`config.mk`:
```
export PLATFORM = sky130hd
export DESIGN_NAME = dual_prescaled_timer
export DESIGN_NICKNAME = d
export VERILOG_FILES = /design/src/rtl/dpt_pkg.sv /design/src/rtl/dpt_regs.sv /design/src/rtl/dpt_scaler.sv /design/src/rtl/dpt_counter.sv /design/src/rtl/dual_prescaled_timer.sv
export SDC_FILE = /design/constraint.sdc
export NUM_CORES = 1
export LEC_CHECK = 0
export BUFFER_PORTS_ARGS = -buffer_cell sky130_fd_sc_hd__buf_2
export CORE_UTILIZATION = 50
export CTS_CLUSTER_SIZE = 20
export DETAILED_ROUTE_END_ITERATION = 6
export MAX_ROUTING_LAYER = met4
export PLACE_DENSITY = 0.77
export SETUP_SLACK_MARGIN = 0.1
export SLEW_MARGIN = 20
export SYNTH_ARGS = -nofsm -noshare
export SYNTH_HDL_FRONTEND = slang
export SYNTH_SLANG_ARGS = --single-unit
```
`constraint.sdc`:
```
create_clock -name clk -period 6.8 [get_ports clk]
set_input_delay 1.02 -clock clk [delete_from_list [all_inputs] [get_ports clk]]
set_output_delay 1.02 -clock clk [all_outputs]
set_load 0.01 [all_outputs]
```
`src/rtl/dpt_pkg.sv`:
```
// dpt_pkg: shared constants, register addresses and control-field layout
// for the dual prescaled timer. Assumes exactly two timers, whose control
// fields sit at a stride of eight bits inside the shared control word.
package dpt_pkg;

    localparam int NUM_TIMERS   = 2;
    localparam int FIELD_STRIDE = 8;
    localparam int FIELD_W      = 4;
    localparam int ADDR_CTRL    = 4;

    // One timer's control field. Packed order puts reload at bit 0 and
    // load-prescaler at bit 3.
    typedef struct packed {
        logic ld_scl;
        logic enable;
        logic ld_cnt;
        logic reload;
    } tmr_field_t;

    function automatic int cnt_preset_addr(input int t);
        return 2 * t;
    endfunction

    function automatic int scl_preset_addr(input int t);
        return 2 * t + 1;
    endfunction

    function automatic int cnt_value_addr(input int t);
        return ADDR_CTRL + 1 + 2 * t;
    endfunction

    function automatic int scl_value_addr(input int t);
        return ADDR_CTRL + 2 + 2 * t;
    endfunction

endpackage

```
`src/rtl/dpt_regs.sv`:
```
// dpt_regs: preset registers plus decoding of the shared control word.
// Holds the persistent reload/enable bits of each timer and turns the
// command bits into single-cycle load strobes. Assumes the write is a
// one-cycle strobe and that the control word is never read back.
module dpt_regs
    import dpt_pkg::*;
#(
    parameter int DATA_W = 32,
    parameter int ADDR_W = 4,
    parameter int CNT_W  = 16,
    parameter int SCL_W  = 16
) (
    input  logic                              clk,
    input  logic                              rst_n,
    input  logic                              wr_en,
    input  logic [ADDR_W-1:0]                 addr,
    input  logic [DATA_W-1:0]                 wdata,
    output logic [NUM_TIMERS-1:0][CNT_W-1:0]  cnt_preset,
    output logic [NUM_TIMERS-1:0][SCL_W-1:0]  scl_preset,
    output logic [NUM_TIMERS-1:0]             reload_mode,
    output logic [NUM_TIMERS-1:0]             count_en,
    output logic [NUM_TIMERS-1:0]             ld_cnt,
    output logic [NUM_TIMERS-1:0]             ld_scl
);

    logic ctrl_wr;
    logic unused_wdata;

    assign ctrl_wr      = wr_en && (addr == ADDR_W'(ADDR_CTRL));
    assign unused_wdata = ^wdata;

    for (genvar i = 0; i < NUM_TIMERS; i++) begin : g_tmr
        localparam int BASE = i * FIELD_STRIDE;
        tmr_field_t field;

        assign field = tmr_field_t'(wdata[BASE +: FIELD_W]);

        // Command strobes are only live during the control write itself.
        assign ld_cnt[i] = ctrl_wr && field.ld_cnt;
        assign ld_scl[i] = ctrl_wr && field.ld_scl;

        // Counter preset register.
        always_ff @(posedge clk) begin
            if (!rst_n)
                cnt_preset[i] <= '0;
            else if (wr_en && addr == ADDR_W'(cnt_preset_addr(i)))
                cnt_preset[i] <= wdata[CNT_W-1:0];
        end

        // Prescaler preset register.
        always_ff @(posedge clk) begin
            if (!rst_n)
                scl_preset[i] <= '0;
            else if (wr_en && addr == ADDR_W'(scl_preset_addr(i)))
                scl_preset[i] <= wdata[SCL_W-1:0];
        end

        // Persistent mode bits, rewritten by every control write.
        always_ff @(posedge clk) begin
            if (!rst_n) begin
                reload_mode[i] <= 1'b0;
                count_en[i]    <= 1'b0;
            end else if (ctrl_wr) begin
                reload_mode[i] <= field.reload;
                count_en[i]    <= field.enable;
            end
        end


        mode_from_field_chk: assert property (@(posedge clk) disable iff (!rst_n)
            (wr_en && addr == ADDR_W'(ADDR_CTRL)) |=>
                (count_en[i] == $past(wdata[BASE + 2]) &&
                 reload_mode[i] == $past(wdata[BASE])));
    end

endmodule

```
`src/rtl/dpt_scaler.sv`:
```
// dpt_scaler: prescaler for one timer. Counts down while enabled and, on a
// clock where it sits at zero, reloads its preset and emits a tick. A load
// command wins over the countdown and suppresses that clock's tick.
module dpt_scaler #(
    parameter int SCL_W = 16
) (
    input  logic             clk,
    input  logic             rst_n,
    input  logic             en,
    input  logic             load,
    input  logic [SCL_W-1:0] preset,
    output logic [SCL_W-1:0] value,
    output logic             tick
);

    logic [SCL_W-1:0] scl_q;
    logic             at_zero;

    assign at_zero = (scl_q == '0);
    assign tick    = en && !load && at_zero;
    assign value   = scl_q;

    // Prescaler state: load, then enabled countdown with reload at zero.
    always_ff @(posedge clk) begin
        if (!rst_n)
            scl_q <= '0;
        else if (load)
            scl_q <= preset;
        else if (en)
            scl_q <= at_zero ? preset : scl_q - SCL_W'(1);
    end


    scl_hold_chk: assert property (@(posedge clk) disable iff (!rst_n)
        (!en && !load) |=> $stable(scl_q));


    scl_load_chk: assert property (@(posedge clk) disable iff (!rst_n)
        load |=> (scl_q == $past(preset)));

endmodule

```
`src/rtl/dpt_counter.sv`:
```
// dpt_counter: main down-counter of one timer. Decrements on each tick
// while non-zero. The tick from 1 to 0 registers an expiry pulse and then
// reloads or parks at zero according to the mode. A load command beats a
// simultaneous tick and cancels its expiry.
module dpt_counter #(
    parameter int CNT_W = 16
) (
    input  logic             clk,
    input  logic             rst_n,
    input  logic             tick,
    input  logic             load,
    input  logic             reload_mode,
    input  logic [CNT_W-1:0] preset,
    output logic [CNT_W-1:0] value,
    output logic             expire
);

    logic [CNT_W-1:0] cnt_q;
    logic             expire_q;
    logic             at_one;
    logic             live;

    assign at_one = (cnt_q == CNT_W'(1));
    assign live   = (cnt_q != '0);
    assign value  = cnt_q;
    assign expire = expire_q;

    // Counter state: load first, otherwise step on tick.
    always_ff @(posedge clk) begin
        if (!rst_n)
            cnt_q <= '0;
        else if (load)
            cnt_q <= preset;
        else if (tick && live)
            cnt_q <= at_one ? (reload_mode ? preset : '0) : cnt_q - CNT_W'(1);
    end

    // Expiry pulse register, high for the cycle after the 1-to-0 tick.
    always_ff @(posedge clk) begin
        if (!rst_n)
            expire_q <= 1'b0;
        else
            expire_q <= tick && !load && at_one;
    end


    expire_from_one_chk: assert property (@(posedge clk) disable iff (!rst_n)
        expire_q |-> ($past(cnt_q) == CNT_W'(1)));


    park_at_zero_chk: assert property (@(posedge clk) disable iff (!rst_n)
        (!load && !reload_mode && cnt_q == '0) |=> (cnt_q == '0 && !expire_q));


    load_wins_chk: assert property (@(posedge clk) disable iff (!rst_n)
        load |=> (cnt_q == $past(preset) && !expire_q));

endmodule

```
`src/rtl/dual_prescaled_timer.sv`:
```
// dual_prescaled_timer: top level. Two prescaler/counter pairs share one
// write-only control word and a word-addressed register bus. The read
// data is combinational from the address. Assumes a single clock domain.
module dual_prescaled_timer
    import dpt_pkg::*;
#(
    parameter int DATA_W = 32,
    parameter int ADDR_W = 4,
    parameter int CNT_W  = 16,
    parameter int SCL_W  = 16
) (
    input  logic              clk,
    input  logic              rst_n,
    input  logic              wr_en,
    input  logic [ADDR_W-1:0] addr,
    input  logic [DATA_W-1:0] wdata,
    output logic [DATA_W-1:0] rdata,
    output logic              gp_expire,
    output logic              rt_expire
);

    logic [NUM_TIMERS-1:0][CNT_W-1:0] cnt_preset;
    logic [NUM_TIMERS-1:0][SCL_W-1:0] scl_preset;
    logic [NUM_TIMERS-1:0][CNT_W-1:0] cnt_value;
    logic [NUM_TIMERS-1:0][SCL_W-1:0] scl_value;
    logic [NUM_TIMERS-1:0]            reload_mode;
    logic [NUM_TIMERS-1:0]            count_en;
    logic [NUM_TIMERS-1:0]            ld_cnt;
    logic [NUM_TIMERS-1:0]            ld_scl;
    logic [NUM_TIMERS-1:0]            tick;
    logic [NUM_TIMERS-1:0]            expire;

    dpt_regs #(
        .DATA_W (DATA_W),
        .ADDR_W (ADDR_W),
        .CNT_W  (CNT_W),
        .SCL_W  (SCL_W)
    ) u_regs (
        .clk         (clk),
        .rst_n       (rst_n),
        .wr_en       (wr_en),
        .addr        (addr),
        .wdata       (wdata),
        .cnt_preset  (cnt_preset),
        .scl_preset  (scl_preset),
        .reload_mode (reload_mode),
        .count_en    (count_en),
        .ld_cnt      (ld_cnt),
        .ld_scl      (ld_scl)
    );

    for (genvar i = 0; i < NUM_TIMERS; i++) begin : g_tmr
        dpt_scaler #(.SCL_W(SCL_W)) u_scaler (
            .clk    (clk),
            .rst_n  (rst_n),
            .en     (count_en[i]),
            .load   (ld_scl[i]),
            .preset (scl_preset[i]),
            .value  (scl_value[i]),
            .tick   (tick[i])
        );

        dpt_counter #(.CNT_W(CNT_W)) u_counter (
            .clk         (clk),
            .rst_n       (rst_n),
            .tick        (tick[i]),
            .load        (ld_cnt[i]),
            .reload_mode (reload_mode[i]),
            .preset      (cnt_preset[i]),
            .value       (cnt_value[i]),
            .expire      (expire[i])
        );
    end

    assign gp_expire = expire[0];
    assign rt_expire = expire[1];

    // Read multiplexer; the control word and unmapped addresses give zero.
    always_comb begin
        rdata = '0;
        for (int t = 0; t < NUM_TIMERS; t++) begin
            if (addr == ADDR_W'(cnt_preset_addr(t))) rdata = DATA_W'(cnt_preset[t]);
            if (addr == ADDR_W'(scl_preset_addr(t))) rdata = DATA_W'(scl_preset[t]);
            if (addr == ADDR_W'(cnt_value_addr(t)))  rdata = DATA_W'(cnt_value[t]);
            if (addr == ADDR_W'(scl_value_addr(t)))  rdata = DATA_W'(scl_value[t]);
        end
    end


    gp_quiet_chk: assert property (@(posedge clk) disable iff (!rst_n)
        (!count_en[0] && !ld_cnt[0]) |=> (!expire[0] && $stable(cnt_value[0])));

endmodule

```
==> results of run 1 <==
## layout make-up
class,instances,area (um^2),area share
Multi-Input combinational cell,840,4990,0.563
Tap cell,216,270,0.0305
Clock inverter,14,153,0.0172
Sequential cell,134,2680,0.303
Antenna cell,1,2.50,0.000282
Inverter,21,80.1,0.00903
Timing Repair Buffer,46,245,0.0277
Clock buffer,18,439,0.0495
## through the flow
step	util	hold WS (ns)	area, um^2	power [mW]	cells
3_5_place_dp	0.518	0.464	8260	1.15	1257
5_1_grt	0.556	0.492	8870	2.14	1290
4_1_cts	0.555	0.473	8850	2.06	1289
6_report	0.556	0.476	8870	2.07	1290
3_3_place_gp	0.518	0.463	8260	1.14	1257
2_1_floorplan	-	0.441	8260	1.07	1094
## routing by layer
| layer | vias up | share of wire | track usage |
|---|---|---|---|
| met1 | 4086 | 0.42 | 0.475 |
| met3 | 56 | 0.098 | 0.0476 |
| met5 | - | 0 | - |
| met2 | 475 | 0.44 | 0.508 |
| li1 | 3968 | - | - |
| met4 | 0 | 0.045 | 0.177 |
## where the power goes
| group | leakage (nW) | internal [mW] | switching (mW) | total, mW |
|---|---|---|---|---|
| Sequential | 1.08 | 0.798 | 0.0203 | 0.818 |
| Clock | 0.279 | 0.552 | 0.380 | 0.932 |
| Combinational | 1.91 | 0.111 | 0.214 | 0.325 |
## sequential cells by signal, indices dropped and copies added (netlist names)
signal,count
u_regs.reload_mode,2
u_regs.scl_preset,32
g_tmr.u_counter.value,32
g_tmr.u_counter.expire,2
g_tmr.u_scaler.value,32
u_regs.cnt_preset,32
u_regs.count_en,2
## worst max-delay path, delay by kind of cell
| family | cells | cell delay (ns) |
|---|---|---|
| buffers and inverters | 2 | 0.58 |
| AOI/OAI and AO/OA | 2 | 0.73 |
| and+or+nand+nor | 2 | 0.96 |
## how the worst max path moves through the flow
stage               slack, ns   endpoint  cells past startpoint  startpoint
global placement         2.46  rdata[12]                      6     addr[2]
floorplan                3.23  rdata[14]                      5     addr[1]
detailed placement       2.58   rdata[8]                      6     addr[0]
CTS                      2.58   rdata[0]                      6     addr[0]
finish                   2.48   rdata[0]                      6     addr[0]
global route             2.31   rdata[1]                      6     addr[0]
## layout by cell type (no fill, tap or decap), drive strengths merged, types with 8 or more instances in the layout
master / synthesis / final
nand2: 202 / 202
dfxtp: 134 / 134
a21oi: 133 / 133
nor2: 50 / 50
buf: 31 / 46
nor3: 34 / 34
nand3: 30 / 30
o21ai: 27 / 27
nor4: 25 / 25
a22oi: 22 / 22
inv: 21 / 22
o22ai: 20 / 20
mux2i: 19 / 19
o32ai: 18 / 18
clkbuf: 68 / 18
conb: 1 / 16
a31oi: 16 / 16
a211oi: 13 / 13
nand4: 11 / 11
a222oi: 11 / 11
a221oi: 10 / 10
or3: 10 / 10
and2: 10 / 10
or4: 10 / 10
nor2b: 9 / 9
o21a: 9 / 9
or2: 8 / 8
and3: 8 / 8
ha: 8 / 8
## kinds of logic (layout without fill, tap and decap cells)
| group | after synthesis | after routing | synth area share |
|---|---|---|---|
| AO/OA/AOI/OAI | 344 | 344 | 0.283 |
| adder cells (fa/ha/maj) | 8 | 8 | 0.0122 |
| buffers and inverters | 120 | 99 | 0.0747 |
| XOR/XNOR | 5 | 5 | 0.00534 |
| AND/OR/NAND/NOR | 445 | 445 | 0.270 |
| other | 1 | 17 | 0.000457 |
| flip-flops | 134 | 134 | 0.327 |
| multiplexers | 22 | 22 | 0.0273 |
==> flow_results.xml, run 1 <==
<?xml version="1.0" encoding="UTF-8"?>
<metrics>
  <group name="die">
    <metric name="effective_utilization_at_floorplan" unit="">0.515</metric>
    <metric name="die_width" unit="um">130</metric>
    <metric name="coreArea" unit="um^2">15900</metric>
    <metric name="top_level_ports" unit="">73</metric>
    <metric name="dieHeight" unit="um">130</metric>
    <metric name="design.die.area" unit="um^2">16900</metric>
    <metric name="row_count" unit="">46</metric>
  </group>
  <group name="power_and_ir_drop">
    <metric name="power.leakage" unit="nW">3.27</metric>
    <metric name="p_per_area" unit="nW/um^2">234</metric>
    <metric name="vdd_ir_drop_max" unit="V">0.000180</metric>
  </group>
  <group name="cells_and_area">
    <metric name="syn2layout_area_growth" unit="%">8.03</metric>
    <metric name="design.final.nets" unit="">1107</metric>
    <metric name="fill_cells" unit="">1514</metric>
    <metric name="share_of_post_route_cells_with_drive_strength_above_1" unit="">0.115</metric>
  </group>
  <group name="synth">
    <metric name="yosys.cell_types.count" unit="">81</metric>
    <metric name="ys.warnings.count" unit="">0</metric>
    <metric name="post_synth_instance_area" unit="um^2">8210</metric>
    <metric name="synth_sequential_area_ratio" unit="">0.327</metric>
    <metric name="ys_ff_latch" unit="">134</metric>
    <metric name="synth-async-reset-ratio" unit="">0</metric>
    <metric name="synth_enable_flop_cells" unit="">0</metric>
    <metric name="synth_top_cell_area_share" unit="">0.327</metric>
    <metric name="yosys-top-cells-area" unit="">dfxtp_1 33%, nand2_1 9.2%, a21oi_1 8.1%</metric>
    <metric name="synth_common_cells" unit="">201 x nand2_1, 134 x dfxtp_1, 133 x a21oi_1, 63 x clkbuf_1, 48 x nor2_1</metric>
    <metric name="synth-main-ff-cell" unit="">dfxtp_1</metric>
    <metric name="yosys.cell_count.top_type" unit="">nand2_1</metric>
    <metric name="synthCells" unit="">1079</metric>
    <metric name="synth_top_cell_by_area" unit="">dfxtp_1</metric>
    <metric name="syn-mean-instance-area" unit="um^2">7.61</metric>
  </group>
  <group name="setup_path">
    <metric name="crit_arrival" unit="ns">3.30</metric>
    <metric name="reg2reg_from" unit="">g_tmr[0].u_scaler.value[2]</metric>
    <metric name="endpoint_kind" unit="">primary output</metric>
    <metric name="start_kind" unit="">input pin</metric>
    <metric name="critPathMaxStageDelay" unit="ns">0.82</metric>
    <metric name="worst_path_most_repeated_cell" unit="">buf_2</metric>
    <metric name="rr_worst_depth" unit="">5</metric>
    <metric name="worst_ep_required_time" unit="ns">5.78</metric>
    <metric name="crit_type" unit="">input pin to primary output</metric>
    <metric name="critical_path_peak_fanout" unit="">28</metric>
    <metric name="path_cells" unit="">buf_2 -&gt; nand2_1 -&gt; nor3b_1 -&gt; a222oi_1 -&gt; a31oi_1 -&gt; buf_2</metric>
    <metric name="r2r_slack" unit="ns">3.76</metric>
    <metric name="cp_slowest_cell" unit="">nor3b_1</metric>
    <metric name="regToRegEndpoint" unit="">g_tmr[0].u_counter.value[2]</metric>
  </group>
  <group name="timing">
    <metric name="setup_clock_skew_after_layout" unit="ns">0.00642</metric>
    <metric name="report.final.slew_viol_count" unit="">0</metric>
    <metric name="setup-tns-final" unit="ns">0</metric>
    <metric name="setup_violations" unit="">0</metric>
    <metric name="max_freq" unit="MHz">231</metric>
    <metric name="final.period_utilization" unit="">0.636</metric>
    <metric name="period_needed" unit="ns">4.32</metric>
    <metric name="timing.max_slew.rel_slack" unit="">0.247</metric>
    <metric name="rsz0062_at_grt" unit="">no</metric>
    <metric name="max_slew.worst_pin.slew" unit="ns">1.12</metric>
    <metric name="finalWorstSetupSlack" unit="ns">2.48</metric>
    <metric name="hold_violations" unit="">0</metric>
  </group>
  <group name="status">
    <metric name="result_of_the_run" unit="">completed</metric>
  </group>
  <group name="drt">
    <metric name="first_iter_violations" unit="">1318</metric>
    <metric name="wire_per_inst" unit="um">21.7</metric>
    <metric name="vias" unit="">8585</metric>
    <metric name="number_of_nets_with_antenna_violations_after_routing" unit="">0</metric>
    <metric name="post-route-drc-count" unit="">0</metric>
    <metric name="drt_pass1_iterations" unit="">7</metric>
    <metric name="wirelength" unit="mm">28.0</metric>
    <metric name="routed_via_density" unit="">6.66</metric>
  </group>
  <group name="global_routing">
    <metric name="grt_pass1_vias" unit="">7475</metric>
    <metric name="grt_start_max_net_pins" unit="">56</metric>
    <metric name="groute.usage.overall" unit="">0.351</metric>
    <metric name="gr_overflow_total" unit="">0</metric>
    <metric name="first_pass_grt_wire_length" unit="mm">43.2</metric>
    <metric name="antenna_found_initial" unit="">1</metric>
  </group>
  <group name="place">
    <metric name="gpl.final_weighted_congestion" unit="">1.05</metric>
    <metric name="place_worst_setup_slack" unit="ns">2.58</metric>
    <metric name="io_buffer_count" unit="">40</metric>
    <metric name="dp_hpwl" unit="mm">19.8</metric>
  </group>
  <group name="clock_tree">
    <metric name="cts_hold_repair_buffers" unit="">0</metric>
    <metric name="clock_latency" unit="ns">0.43</metric>
    <metric name="htree_num_levels" unit="">4</metric>
    <metric name="cts_post_setup_buffers_inserted" unit="">0</metric>
    <metric name="clockRootBuffer" unit="">clkbuf_16</metric>
    <metric name="clk_pin_slew" unit="ns">0.06</metric>
    <metric name="buffer_levels_on_the_longest_clock_path" unit="">2</metric>
    <metric name="cts_repair_resize_count" unit="">0</metric>
    <metric name="tritoncts_clock_tree" unit="">yes</metric>
    <metric name="cts-buffers-inserted" unit="">17</metric>
    <metric name="cts.sink_count" unit="">134</metric>
  </group>
  <group name="worst_hold_path">
    <metric name="holdPathEnd" unit="">u_regs.scl_preset[20]</metric>
    <metric name="min_path_type" unit="">flop to flop</metric>
    <metric name="min-delay-start" unit="">u_regs.scl_preset[20]</metric>
    <metric name="worstHoldPathCells" unit="">2</metric>
  </group>
  <group name="flow_run">
    <metric name="cap_violations" unit="">0</metric>
  </group>
</metrics>
Note: power is estimated with default switching activity, not from simulation.
==> run 2: changes to the inputs <==
--- a/config.mk
+++ b/config.mk
@@ -10,7 +10,7 @@
 export CTS_CLUSTER_SIZE = 20
 export DETAILED_ROUTE_END_ITERATION = 6
 export MAX_ROUTING_LAYER = met4
-export PLACE_DENSITY = 0.77
+export PLACE_DENSITY = 0.79
 export SETUP_SLACK_MARGIN = 0.1
 export SLEW_MARGIN = 20
 export SYNTH_ARGS = -nofsm -noshare
==> constraint.sdc (replaced) <==
create_clock -name clk -period 3.52 [get_ports clk]
set_input_delay 0.528 -clock clk [delete_from_list [all_inputs] [get_ports clk]]
set_output_delay 0.528 -clock clk [all_outputs]
set_load 0.01 [all_outputs]
==> run 2 against run 1 <==
Critical endpoint is now rdata[4]. First-iteration DRC count increased by 6.7%. Critical path depth increased by 1. Combinational power increased by 100%. Count of clock-buffer cells in the layout unchanged. Largest power group unchanged. Via count increased by 2.4%. The flow now finishes with violations (DRC). Die area unchanged. Global-route usage about the same. Highest routed layer unchanged. Clock power increased by 120%.
==> flow_results.xml, run 2 (same netlist as run 1, synthesis figures left out) <==
<?xml version="1.0" encoding="UTF-8"?>
<metrics>
  <group name="timing">
    <metric name="setup_clock_skew_after_layout" unit="ns">0.00872</metric>
    <metric name="setup-tns-final" unit="ns">0</metric>
    <metric name="hold_slack" unit="ns">0.406</metric>
    <metric name="final.period_utilization" unit="">0.875</metric>
    <metric name="setup_violations" unit="">0</metric>
    <metric name="max_freq" unit="MHz">325</metric>
    <metric name="hold_violations" unit="">0</metric>
    <metric name="report.final.slew_viol_count" unit="">0</metric>
    <metric name="timing.max_slew.rel_slack" unit="">0.312</metric>
    <metric name="max_slew.worst_pin.slew" unit="ns">1.03</metric>
    <metric name="period_needed" unit="ns">3.08</metric>
    <metric name="rsz0062_at_grt" unit="">no</metric>
    <metric name="finalWorstSetupSlack" unit="ns">0.440</metric>
  </group>
  <group name="clock_tree">
    <metric name="cts_repair_resize_count" unit="">0</metric>
    <metric name="clock_latency" unit="ns">0.44</metric>
    <metric name="clockRootBuffer" unit="">clkbuf_16</metric>
    <metric name="tritoncts_clock_tree" unit="">yes</metric>
    <metric name="cts_post_setup_buffers_inserted" unit="">0</metric>
    <metric name="cts_hold_repair_buffers" unit="">0</metric>
    <metric name="cts.sink_count" unit="">134</metric>
    <metric name="buffer_levels_on_the_longest_clock_path" unit="">2</metric>
    <metric name="htree_num_levels" unit="">4</metric>
    <metric name="clk_pin_slew" unit="ns">0.06</metric>
    <metric name="cts-buffers-inserted" unit="">17</metric>
  </group>
  <group name="setup_path">
    <metric name="reg2reg_from" unit="">g_tmr[1].u_scaler.value[9]</metric>
    <metric name="start_kind" unit="">input pin</metric>
    <metric name="crit_type" unit="">input pin to primary output</metric>
    <metric name="rr_worst_depth" unit="">5</metric>
    <metric name="crit_path_start" unit="">addr[1]</metric>
    <metric name="critical_path_peak_fanout" unit="">21</metric>
    <metric name="r2r_slack" unit="ns">0.78</metric>
    <metric name="critPathTopFamily" unit="">compound AO/OA/AOI/OAI gates</metric>
    <metric name="regToRegEndpoint" unit="">g_tmr[1].u_scaler.value[3]</metric>
    <metric name="endpoint_kind" unit="">primary output</metric>
    <metric name="path_cells" unit="">buf_2 -&gt; nor2_1 -&gt; o221ai_1 -&gt; o21ai_0 -&gt; o22ai_1 -&gt; a21oi_1 -&gt; buf_2</metric>
    <metric name="worst_path_most_repeated_cell" unit="">buf_2</metric>
    <metric name="crit_arrival" unit="ns">2.55</metric>
    <metric name="cp_slowest_cell" unit="">nor2_1</metric>
    <metric name="critPathMaxStageDelay" unit="ns">0.62</metric>
    <metric name="worst-path-buf-inv" unit="">2</metric>
    <metric name="worst_ep_required_time" unit="ns">2.99</metric>
  </group>
  <group name="global_routing">
    <metric name="antenna_found_initial" unit="">0</metric>
    <metric name="grt_pass1_vias" unit="">7755</metric>
    <metric name="gr_overflow_total" unit="">0</metric>
    <metric name="grt_start_max_net_pins" unit="">48</metric>
    <metric name="first_pass_grt_wire_length" unit="mm">43.2</metric>
    <metric name="groute.usage.overall" unit="">0.351</metric>
  </group>
  <group name="place">
    <metric name="post-place-cells" unit="">1278</metric>
    <metric name="dp_hpwl" unit="mm">19.9</metric>
    <metric name="io_buffer_count" unit="">40</metric>
    <metric name="gpl.final_weighted_congestion" unit="">1.12</metric>
    <metric name="place_worst_setup_slack" unit="ns">0.573</metric>
    <metric name="placement.cell_area" unit="um^2">8430</metric>
  </group>
  <group name="cells_and_area">
    <metric name="most-common-layout-cells" unit="">201 x nand2_1, 134 x dfxtp_1, 132 x a21oi_1</metric>
    <metric name="share_of_post_route_cells_with_drive_strength_above_1" unit="">0.130</metric>
    <metric name="insertedDiodeCount" unit="">0</metric>
    <metric name="syn2layout_area_growth" unit="%">10.7</metric>
    <metric name="finish.instance_area" unit="um^2">9090</metric>
    <metric name="design.final.nets" unit="">1128</metric>
    <metric name="final_common_cell" unit="">nand2_1</metric>
    <metric name="utilization" unit="">0.570</metric>
    <metric name="stdcell_count" unit="">1310</metric>
  </group>
  <group name="flow_run">
    <metric name="cap_violations" unit="">0</metric>
  </group>
  <group name="drt">
    <metric name="first_iter_violations" unit="">1406</metric>
    <metric name="number_of_nets_with_antenna_violations_after_routing" unit="">0</metric>
    <metric name="wire_per_inst" unit="um">21.5</metric>
    <metric name="post-route-drc-count" unit="">4</metric>
    <metric name="routed_via_density" unit="">6.71</metric>
    <metric name="vias" unit="">8792</metric>
    <metric name="drt_pass1_iterations" unit="">7</metric>
    <metric name="wirelength" unit="mm">28.2</metric>
  </group>
  <group name="power_and_ir_drop">
    <metric name="vdd_ir_drop_max" unit="V">0.000362</metric>
    <metric name="power.leakage" unit="nW">3.42</metric>
    <metric name="p_sw_frac" unit="">0.274</metric>
    <metric name="total_power" unit="mW">4.26</metric>
    <metric name="p_sw" unit="mW">1.17</metric>
    <metric name="logic_gate_share_of_total_power" unit="">0.152</metric>
    <metric name="flop_pwr_share" unit="">0.371</metric>
    <metric name="clkPwrFrac" unit="">0.477</metric>
    <metric name="p_int" unit="mW">3.09</metric>
    <metric name="p_per_area" unit="nW/um^2">469</metric>
  </group>
  <group name="status">
    <metric name="result_of_the_run" unit="">finished with violations</metric>
    <metric name="failing_checks" unit="">DRC</metric>
  </group>
  <group name="worst_hold_path">
    <metric name="holdPathEnd" unit="">u_regs.cnt_preset[5]</metric>
    <metric name="min_path_type" unit="">input pin to flop</metric>
    <metric name="worstHoldPathCells" unit="">3</metric>
    <metric name="min-delay-start" unit="">wdata[5]</metric>
  </group>
  <group name="die">
    <metric name="row_count" unit="">46</metric>
    <metric name="dieHeight" unit="um">130</metric>
    <metric name="effective_utilization_at_floorplan" unit="">0.515</metric>
    <metric name="design.die.area" unit="um^2">16900</metric>
    <metric name="top_level_ports" unit="">73</metric>
    <metric name="coreArea" unit="um^2">15900</metric>
    <metric name="die_width" unit="um">130</metric>
  </group>
</metrics>
## run 2: area by class of cell
class	instances	area, um^2
Clock buffer	18	429
Clock inverter	14	230
Fill cell	1481	6850
Inverter	21	80.1
Multi-Input combinational cell	840	4980
Sequential cell	134	2680
Tap cell	216	270
Timing Repair Buffer	67	415
## run 2: how the worst max path moves through the flow
stage,cells past startpoint,to,slack (ns)
4_1_cts,7,rdata[3],0.58
2_1_floorplan,5,rdata[14],0.94
3_3_place_gp,7,rdata[3],0.60
3_5_place_dp,7,rdata[4],0.57
5_1_grt,7,rdata[4],0.47
6_report,7,rdata[4],0.44
## run 2: worst register-to-register path: stages, from the launching register on
cell and delay [ns]:
dfxtp_1 0.40, nor4_1 0.79, nand4_1 0.61, nand2_1 0.44, o21ai_0 0.15, a221oi_1 0.26
## run 2: metal layers
metal | vias to the layer above | part of all wire | track usage
li1 | 4000 | - | -
met1 | 4142 | 0.41 | 0.458
met2 | 555 | 0.44 | 0.513
met3 | 95 | 0.10 | 0.0533
met4 | 0 | 0.052 | 0.203
met5 | - | 0 | -
## run 2: power by group through the flow
stage	logic (mW)	clock network (mW)	registers [mW]
4_1_cts	0.628	2.03	1.58
5_1_grt	0.695	2.10	1.58
2_1_floorplan	0.481	0	1.59
3_5_place_dp	0.622	0	1.61
6_report	0.649	2.03	1.58
3_3_place_gp	0.613	0	1.61
==> run 3: changes to the inputs <==
--- a/config.mk
+++ b/config.mk
@@ -6,6 +6,7 @@
 export NUM_CORES = 1
 export LEC_CHECK = 0
 export BUFFER_PORTS_ARGS = -buffer_cell sky130_fd_sc_hd__buf_2
+export CORE_ASPECT_RATIO = 1.1
 export CORE_UTILIZATION = 50
 export CTS_CLUSTER_SIZE = 20
 export DETAILED_ROUTE_END_ITERATION = 6
==> run 3 against run 2 <==
The run now ends clean. Final cell count decreased by 1.8%. Combinational power decreased by 1%. Power fell by 8.8%. Setup slack improved by 0.038 ns. Critical endpoint is now rdata[2]. Largest power group unchanged.
==> flow_results.xml, run 3 (same netlist as run 1, synthesis figures left out) <==
<?xml version="1.0" encoding="UTF-8"?>
<metrics>
  <group name="status">
    <metric name="result_of_the_run" unit="">completed</metric>
  </group>
  <group name="place">
    <metric name="io_buffer_count" unit="">40</metric>
    <metric name="gpl.final_weighted_congestion" unit="">1.06</metric>
    <metric name="dp_hpwl" unit="mm">19.8</metric>
    <metric name="place_worst_setup_slack" unit="ns">0.407</metric>
  </group>
  <group name="cells_and_area">
    <metric name="most-common-layout-cells" unit="">201 x nand2_1, 134 x dfxtp_1, 132 x a21oi_1</metric>
    <metric name="share_of_post_route_cells_with_drive_strength_above_1" unit="">0.123</metric>
    <metric name="design.final.nets" unit="">1120</metric>
    <metric name="insertedDiodeCount" unit="">0</metric>
    <metric name="fill_cells" unit="">1509</metric>
    <metric name="final_common_cell" unit="">nand2_1</metric>
    <metric name="syn2layout_area_growth" unit="%">8.45</metric>
  </group>
  <group name="global_routing">
    <metric name="grtUsageMet2" unit="">0.519</metric>
    <metric name="gr_overflow_total" unit="">0</metric>
    <metric name="grt_pass1_vias" unit="">7917</metric>
    <metric name="first_pass_grt_wire_length" unit="mm">43.5</metric>
    <metric name="grt_start_max_net_pins" unit="">52</metric>
    <metric name="gr_layer_usage_met3" unit="">0.0680</metric>
    <metric name="use_met1" unit="">0.443</metric>
    <metric name="groute.usage.overall" unit="">0.351</metric>
    <metric name="antenna_found_initial" unit="">0</metric>
    <metric name="grt_busiest_layer" unit="">met2</metric>
  </group>
  <group name="clock_tree">
    <metric name="cts.sink_count" unit="">134</metric>
    <metric name="cts_repair_resize_count" unit="">0</metric>
    <metric name="tritoncts_clock_tree" unit="">yes</metric>
    <metric name="buffer_levels_on_the_longest_clock_path" unit="">2</metric>
    <metric name="htree_num_levels" unit="">4</metric>
    <metric name="clock_latency" unit="ns">0.44</metric>
    <metric name="cts_hold_repair_buffers" unit="">0</metric>
    <metric name="clockRootBuffer" unit="">clkbuf_16</metric>
    <metric name="cts-buffers-inserted" unit="">17</metric>
    <metric name="clk_pin_slew" unit="ns">0.06</metric>
    <metric name="cts_post_setup_buffers_inserted" unit="">0</metric>
  </group>
  <group name="die">
    <metric name="die_width" unit="um">124</metric>
    <metric name="top_level_ports" unit="">73</metric>
    <metric name="effective_utilization_at_floorplan" unit="">0.518</metric>
    <metric name="coreArea" unit="um^2">15900</metric>
    <metric name="design.die.area" unit="um^2">16900</metric>
    <metric name="row_count" unit="">48</metric>
    <metric name="dieHeight" unit="um">136</metric>
  </group>
  <group name="power_and_ir_drop">
    <metric name="p_sw_frac" unit="">0.309</metric>
    <metric name="p_per_area" unit="nW/um^2">437</metric>
    <metric name="flop_pwr_share" unit="">0.406</metric>
    <metric name="power.leakage" unit="nW">3.33</metric>
    <metric name="p_sw" unit="mW">1.20</metric>
    <metric name="p_int" unit="mW">2.68</metric>
    <metric name="logic_gate_share_of_total_power" unit="">0.165</metric>
    <metric name="vdd_ir_drop_max" unit="V">0.000377</metric>
    <metric name="clkPwrFrac" unit="">0.429</metric>
    <metric name="total_power" unit="mW">3.89</metric>
  </group>
  <group name="flow_run">
    <metric name="cap_violations" unit="">0</metric>
  </group>
  <group name="timing">
    <metric name="max_slew.worst_pin.slew" unit="ns">0.990</metric>
    <metric name="rsz0062_at_grt" unit="">no</metric>
    <metric name="finalWorstSetupSlack" unit="ns">0.478</metric>
    <metric name="setup_violations" unit="">0</metric>
    <metric name="hold_violations" unit="">0</metric>
    <metric name="setup-tns-final" unit="ns">0</metric>
    <metric name="final.period_utilization" unit="">0.864</metric>
    <metric name="setup_clock_skew_after_layout" unit="ns">0.00840</metric>
    <metric name="hold_slack" unit="ns">0.405</metric>
    <metric name="max_freq" unit="MHz">329</metric>
    <metric name="report.final.slew_viol_count" unit="">0</metric>
    <metric name="timing.max_slew.rel_slack" unit="">0.340</metric>
    <metric name="period_needed" unit="ns">3.04</metric>
  </group>
  <group name="drt">
    <metric name="routed_via_density" unit="">6.79</metric>
    <metric name="drt_pass1_iterations" unit="">7</metric>
    <metric name="wire_per_inst" unit="um">21.7</metric>
    <metric name="post-route-drc-count" unit="">0</metric>
    <metric name="vias" unit="">8726</metric>
    <metric name="wirelength" unit="mm">27.9</metric>
    <metric name="first_iter_violations" unit="">1170</metric>
    <metric name="number_of_nets_with_antenna_violations_after_routing" unit="">0</metric>
  </group>
  <group name="setup_path">
    <metric name="endpoint_kind" unit="">primary output</metric>
    <metric name="critical_path_peak_fanout" unit="">26</metric>
    <metric name="crit_type" unit="">input pin to primary output</metric>
    <metric name="worst_ep_required_time" unit="ns">2.99</metric>
    <metric name="crit_arrival" unit="ns">2.51</metric>
    <metric name="start_kind" unit="">input pin</metric>
  </group>
  <group name="worst_hold_path">
    <metric name="min_path_type" unit="">input pin to flop</metric>
  </group>
</metrics>
-- run 3: cell count changes in the layout (fill, tap and decap cells not counted), sizes merged --
cell    delta
buf        -8
bufinv     -6
clkinv     +4
inv        +3
clkbuf     -1
-- run 3: path summary, 6_finish.rpt --
| check | slack, ns | depth (start not counted) | start | to |
|---|---|---|---|---|
| worst min-delay path | 0.40 | 3 | wdata[11] | u_regs.scl_preset[27] |
| worst max-delay path | 0.48 | 7 | addr[2] | rdata[2] |
| worst max register to register | 0.90 | 5 | g_tmr[1].u_scaler.value[9] | g_tmr[1].u_scaler.value[3] |
| worst min register to register | 0.48 | 2 | u_regs.cnt_preset[29] | u_regs.cnt_preset[29] |
-- run 3: layout make-up --
cell class,count,area (um^2),share of cell area
clock buffers,17,425,0.0478
clock inverters,15,125,0.0141
inverters,21,80.1,0.00900
multi-input cells,840,4980,0.560
flip-flops and latches,134,2680,0.301
well taps,200,250,0.0281
repair buffers,59,355,0.0399
-- run 3: critical path, cell delays in order --
cell	delay [ns]
buf_2	0.36
nor4bb_1	0.63
buf_4	0.26
a22oi_1	0.09
a41oi_1	0.37
a21o_1	0.14
buf_2	0.13
-- run 3: through the flow --
| step | util | instance area [um^2] | std cells |
|---|---|---|---|
| 2_1_floorplan | - | 8260 | 1094 |
| 3_3_place_gp | 0.526 | 8340 | 1254 |
| 3_5_place_dp | 0.526 | 8340 | 1254 |
| 4_1_cts | 0.561 | 8890 | 1286 |
| 5_1_grt | 0.561 | 8900 | 1286 |
| 6_report | 0.561 | 8900 | 1286 |
-- run 3: power by group through the flow --
stage / registers [mW] / clock network [mW] / logic (mW)
final: 1.58 / 1.67 / 0.640
after global placement: 1.61 / 0 / 0.612
after floorplan: 1.59 / 0 / 0.481
after CTS: 1.58 / 1.67 / 0.623
after detailed placement: 1.61 / 0 / 0.618
after global routing: 1.58 / 1.74 / 0.694
-- run 3: per-layer routing --
| metal | vias to the layer above | part of all wire |
|---|---|---|
| li1 | 3994 | - |
| met1 | 4087 | 0.39 |
| met2 | 542 | 0.45 |
| met5 | - | 0 |
| met4 | 0 | 0.053 |
| met3 | 103 | 0.10 |
